===== src/rtl/txr_pkg.sv =====
package txr_pkg;

  typedef enum logic [1:0] {
    ST_IDLE,
    ST_WAIT,
    ST_SEND,
    ST_BACKOFF
  } txrState_e;

  // strobes from control to datapath
  typedef struct packed {
    logic load;
    logic advance;
    logic restore;
    logic colInc;
    logic abort;
    logic done;
  } txrStrobe_t;

endpackage


===== src/rtl/txr_ctrl.sv =====
module txr_ctrl
  import txr_pkg::*;
(
  input  logic       clk,
  input  logic       rstN,
  input  logic       txCmd,
  input  logic       gapDone,
  input  logic       fifoNotEmpty,
  input  logic       collision,
  input  logic       carrierSense,
  input  logic       rxBusy,
  input  logic       backoffDone,
  input  logic       byteSent,
  input  logic       lastByte,
  input  logic       colMax,
  output txrStrobe_t strobe,
  output logic       txPending,
  output logic       prefetchEn,
  output logic       txEn,
  output logic       fifoReset,
  output logic       ptrRestore,
  output logic       backoffStart
);

  txrState_e state, stateNext;
  logic yieldLine;

  assign yieldLine = carrierSense && !fifoNotEmpty;

  always_ff @(posedge clk) begin
    if (!rstN) state <= ST_IDLE;
    else       state <= stateNext;
  end

  always_comb begin
    stateNext    = state;
    strobe       = '0;
    fifoReset    = 1'b0;
    ptrRestore   = 1'b0;
    backoffStart = 1'b0;
    prefetchEn   = 1'b0;
    txEn         = 1'b0;
    unique case (state)
      ST_IDLE: begin
        if (txCmd) begin
          strobe.load = 1'b1;
          stateNext   = ST_WAIT;
        end
      end
      ST_WAIT: begin
        prefetchEn = !rxBusy && !yieldLine;
        if (gapDone && fifoNotEmpty && !rxBusy) stateNext = ST_SEND;
      end
      ST_SEND: begin
        txEn       = 1'b1;
        prefetchEn = !rxBusy;
        if (collision) begin
          fifoReset      = 1'b1;
          ptrRestore     = 1'b1;
          strobe.restore = 1'b1;
          if (colMax) begin
            strobe.abort = 1'b1;
            stateNext    = ST_IDLE;
          end else begin
            strobe.colInc = 1'b1;
            backoffStart  = 1'b1;
            stateNext     = ST_BACKOFF;
          end
        end else if (byteSent) begin
          strobe.advance = 1'b1;
          if (lastByte) begin
            strobe.done = 1'b1;
            stateNext   = ST_IDLE;
          end
        end
      end
      ST_BACKOFF: begin
        prefetchEn = !rxBusy;
        if (backoffDone) stateNext = ST_WAIT;
      end
      default: stateNext = ST_IDLE;
    endcase
  end

  assign txPending = (state != ST_IDLE);

endmodule


===== src/rtl/txr_dp.sv =====
module txr_dp
  import txr_pkg::*;
#(
  parameter int PAGE_W = 8,
  parameter int CNT_W  = 16,
  parameter int COL_W  = 4,
  localparam int ADDR_W = PAGE_W + 8
) (
  input  logic              clk,
  input  logic              rstN,
  input  txrStrobe_t        strobe,
  input  logic [PAGE_W-1:0] startPage,
  input  logic [CNT_W-1:0]  byteCount,
  output logic              lastByte,
  output logic              colMax,
  output logic [ADDR_W-1:0] dmaAddr,
  output logic              statusDone,
  output logic              statusAbort,
  output logic              statusCol,
  output logic [COL_W-1:0]  colCount
);

  logic [ADDR_W-1:0] frameBase;
  logic [CNT_W-1:0]  frameLen;
  logic [CNT_W-1:0]  remaining;

  assign lastByte = (remaining == CNT_W'(1));
  assign colMax   = (colCount == {COL_W{1'b1}});

  always_ff @(posedge clk) begin
    if (!rstN) begin
      frameBase <= '0;
      frameLen  <= '0;
      remaining <= '0;
      dmaAddr   <= '0;
    end else if (strobe.load) begin
      frameBase <= {startPage, 8'h00};
      dmaAddr   <= {startPage, 8'h00};
      frameLen  <= byteCount;
      remaining <= byteCount;
    end else if (strobe.restore) begin
      dmaAddr   <= frameBase;
      remaining <= frameLen;
    end else if (strobe.advance) begin
      dmaAddr   <= dmaAddr + ADDR_W'(1);
      remaining <= remaining - CNT_W'(1);
    end
  end

  always_ff @(posedge clk) begin
    if (!rstN || strobe.load) begin
      statusDone  <= 1'b0;
      statusAbort <= 1'b0;
      statusCol   <= 1'b0;
      colCount    <= '0;
    end else begin
      if (strobe.done) statusDone <= 1'b1;
      if (strobe.colInc) begin
        statusCol <= 1'b1;
        colCount  <= colCount + COL_W'(1);
      end
      if (strobe.abort) begin
        statusAbort <= 1'b1;
        statusCol   <= 1'b1;
        colCount    <= '0;
      end
    end
  end

endmodule


===== src/rtl/txr_top.sv =====
module txr_top
  import txr_pkg::*;
#(
  parameter int PAGE_W = 8,
  parameter int CNT_W  = 16,
  parameter int COL_W  = 4,
  localparam int ADDR_W = PAGE_W + 8
) (
  input  logic              clk,
  input  logic              rstN,
  input  logic [PAGE_W-1:0] startPage,
  input  logic [CNT_W-1:0]  byteCount,
  input  logic              txCmd,
  input  logic              gapDone,
  input  logic              fifoNotEmpty,
  input  logic              collision,
  input  logic              carrierSense,
  input  logic              rxBusy,
  input  logic              backoffDone,
  input  logic              byteSent,
  output logic              txPending,
  output logic              prefetchEn,
  output logic              txEn,
  output logic              fifoReset,
  output logic              ptrRestore,
  output logic              backoffStart,
  output logic [ADDR_W-1:0] dmaAddr,
  output logic              statusDone,
  output logic              statusAbort,
  output logic              statusCol,
  output logic [COL_W-1:0]  colCount
);

  txrStrobe_t strobe;
  logic lastByte;
  logic colMax;

  txr_ctrl u_ctrl (
    .clk, .rstN, .txCmd, .gapDone, .fifoNotEmpty, .collision, .carrierSense,
    .rxBusy, .backoffDone, .byteSent, .lastByte, .colMax, .strobe,
    .txPending, .prefetchEn, .txEn, .fifoReset, .ptrRestore, .backoffStart
  );

  txr_dp #(.PAGE_W(PAGE_W), .CNT_W(CNT_W), .COL_W(COL_W)) u_dp (
    .clk, .rstN, .strobe, .startPage, .byteCount, .lastByte, .colMax,
    .dmaAddr, .statusDone, .statusAbort, .statusCol, .colCount
  );

endmodule


===== config.mk =====
export PLATFORM = sky130hd
export DESIGN_NAME = txr_top
export DESIGN_NICKNAME = d
export VERILOG_FILES = /design/src/rtl/txr_pkg.sv /design/src/rtl/txr_ctrl.sv /design/src/rtl/txr_dp.sv /design/src/rtl/txr_top.sv
export SDC_FILE = /design/constraint.sdc
export NUM_CORES = 1
export LEC_CHECK = 0
export BUFFER_PORTS_ARGS = -buffer_cell sky130_fd_sc_hd__buf_2
export CAP_MARGIN = 30
export CORE_UTILIZATION = 30
export DETAILED_ROUTE_END_ITERATION = 10
export HOLD_SLACK_MARGIN = 0.05
export PLACE_DENSITY_LB_ADDON = 0.1
export SYNTH_ARGS = -nofsm -noshare
export SYNTH_HDL_FRONTEND = slang
export SYNTH_SLANG_ARGS = --single-unit

===== constraint.sdc =====
create_clock -name clk -period 4.6 [get_ports clk]
set_input_delay 1.15 -clock clk [delete_from_list [all_inputs] [get_ports clk]]
set_output_delay 1.15 -clock clk [all_outputs]
set_load 0.1 [all_outputs]

==> reports/results.txt <==
share of cells above drive strength 1 = 17.3%
initial core utilization = 31.4%
PnR Total Power = 1.92 mW
clock sinks = 65
FF/Latch Area = 1300 sq um
pwr dens = 459 nW/um^2
ANT cells = 0
EDFF count, synth = 0
clock tree buffer depth = 2
DP Wirelength = 6640 um
die area = 12000 sq um
Layout Cells excl Fill = 632
antenna-violating nets left = 0
Vias = 3272
fin. max-slew vios = 0
post-CTS setup buffer count = 0
final count of hold timing violations = 0
Root Buffer = clkbuf_16
Core Region = 11000 sq um
Area growth syn-to-layout = 21.2%
drt drc = 0
run status = completed
warning count from the yosys run = 0
period utilization = 74.2%
# fillers = 1213
Clock Latency Late Sink = 340 ps
number of max-cap violations = 0
syn_nets = 481
crit start category = input port
CP dominant cell by count = buf_2
area of the multi-input gates = 2000 sq um
post-layout min period = 3410 ps
DRT Pass-1 Iters = 4
# port buffers = 62
drt first-iter violations = 124
synthesized area per cell = 7.91 sq um
clock skew = 5.61 ps
WS Path Type = in2out
Synth Register Bits = 65
static leakage = 1.70 nW
synth top area cells = dfxtp_1 (38%), nand2_1 (10%), a21boi_0 (5.9%)
Setup-failing EPs final = 0
# nets final = 531
unrepaired setup endpoints after global routing = false
WL/cell = 15.5 um
Synth cell types = 54
cts-stage hold buffer count = 0
initial antenna violation count = 0
CTS H-tree depth = 3
asr flop ratio synth = 0%
Final GP Congestion = 0.769
grt ovf = 0
placed cell areas = 3940 sq um
WP data arrival = 2260 ps
setup ws final = 1190 ps
I/O pin count = 63
hold_ws = 461 ps
CP endpoint kind = primary output
Slew @ Worst Pin = 928 ps
crit path max fanout = 7
WL final = 9780 um
Worst Hold Class = reg2reg
dpl cells = 617
pre-CTS setup slack = 1160 ps
Die Width = 109 um
die height = 109 um
slowest stage delay, CP = 510 ps
CTS resizes = 0
fin util = 38.0%
Syn Inst Count = 438
fmax = 293 MHz
top cell type's share of synthesized area = 37.6%
crit-path cells = buf_2 > nand2_1 > a31oi_1 > buf_2
clock tree from TritonCTS = yes
Setup TNS = 0 ps
vias per inst = 5.18
# rows = 38
CTS Buf Count = 9
first-pass GRT wire length = 15700 um
sequential share of the synthesized area = 37.6%
relative slew slack = 38.2%
vias in the first global route = 3151
peak supply drop = 0.220 mV
Design Area, Final = 4200 sq um
Global Route Usage Sum = 17.4%
cell area after synthesis = 3460 sq um
required time worst endpoint = 3450 ps
Synth Flop Type = dfxtp_1
largest net degree at the start of global routing = 44
clk slew on worst S/H paths = 50 ps
cell taking the most area after synthesis = dfxtp_1
slowest CP cell = buf_2
==> power breakdown <==
part | internal (mW) | switching (mW)
Combinational | 0.195 | 0.427
Clock | 0.377 | 0.237
Sequential | 0.628 | 0.0611
==> cell usage after synthesis, types with 2 or more instances <==
cell type  instances
nor2_1            31
a32o_1             2
and3_1             2
inv_1             12
xnor2_1            4
dfxtp_1           65
nor3_1             6
o211ai_1           6
mux2i_1            7
xor2_1            14
o221ai_1           9
nand3_1           18
o21ai_1            2
clkbuf_1          21
buf_1              5
o31ai_1            2
a21boi_0          27
a32oi_1            2
a22oi_1            2
nor4_1             2
o21a_1             4
o22ai_1            3
buf_2              3
a211oi_1           4
or3_1              3
o211a_1            2
o21ai_0           18
nand4_1            6
a21o_1             3
a21oi_1           17
a31oi_1            5
nand3b_1           3
and2_1             4
ha_1               9
a221o_1            2
nor4_4             2
nand2_1           93
nor3b_1            2
==> cell families after synthesis <==
family | after synthesis | synth area share [%]
AO/OA/AOI/OAI | 119 | 24.0
AND/OR/NAND/NOR | 178 | 23.8
XOR/XNOR | 18 | 4.55
adder cells (fa/ha/maj) | 9 | 3.25
multiplexers | 7 | 2.02
flip-flops | 65 | 37.6
buffers and inverters | 42 | 4.77
==> routing by layer <==
metal	vias to the layer above	global-route usage, %	share of wire, %
li1	1654	-	-
met4	0	6.86	1.8
met5	-	0	0
met2	71	29.0	46
met3	17	4.21	4.9
met1	1530	21.4	47
==> cell type report <==
type	instances	area share, %
sequential	65	31.0
multi-input combinational	331	47.8
timing repair buffer	69	9.84
clock buffer	15	6.14
inverter	12	1.07
tap	140	4.17
==> final timing paths <==
check,startpoint,end,slack (ps),depth (start not counted)
hold reg to reg,u_dp.frameLen[15]$_SDFFE_PN0P_,u_dp.frameLen[15]$_SDFFE_PN0P_,460,2
setup / recovery,collision,backoffStart,1190,4
setup reg to reg,u_ctrl.state[0]$_SDFFE_PN0P_,u_dp.dmaAddr[12]$_SDFFE_PN0P_,2010,10
hold / removal,u_dp.frameLen[15]$_SDFFE_PN0P_,u_dp.frameLen[15]$_SDFFE_PN0P_,460,2
==> state kept, by name, indices dropped and copies added (netlist names) <==
signal and flops:
u_ctrl.state 2, u_dp.remaining 16, u_dp.dmaAddr 16, u_dp.colCount 4, u_dp.statusAbort 1, u_dp.frameLen 16
u_dp.frameBase 8, u_dp.statusCol 1, u_dp.statusDone 1
==> critical path: cells and delay by family <==
kind                   cells  cell delay, ps
buffers and inverters      2             670
AOI/OAI and AO/OA          1             360
and+or+nand+nor            1              80
==> placed cells by master (no fill, tap or decap), types with 3 or more instances in the layout <==
master      n
a21o_1      3
o21ai_0    18
a21oi_1    17
or3_1       3
xnor2_1     4
and2_1      4
xor2_1     14
o22ai_1     3
inv_1      12
nand3_1    18
o221ai_1    9
buf_2      60
mux2i_1     7
dfxtp_1    65
clkbuf_1    5
a21boi_0   27
ha_1        9
nand3b_1    3
o21a_1      4
clkbuf_16   9
nand4_1     6
nand2_1    92
nor2_1     31
buf_4       6
o211ai_1    6
nor3_1      5
a211oi_1    4
a31oi_1     5
Power figures use the tool's default switching activity.
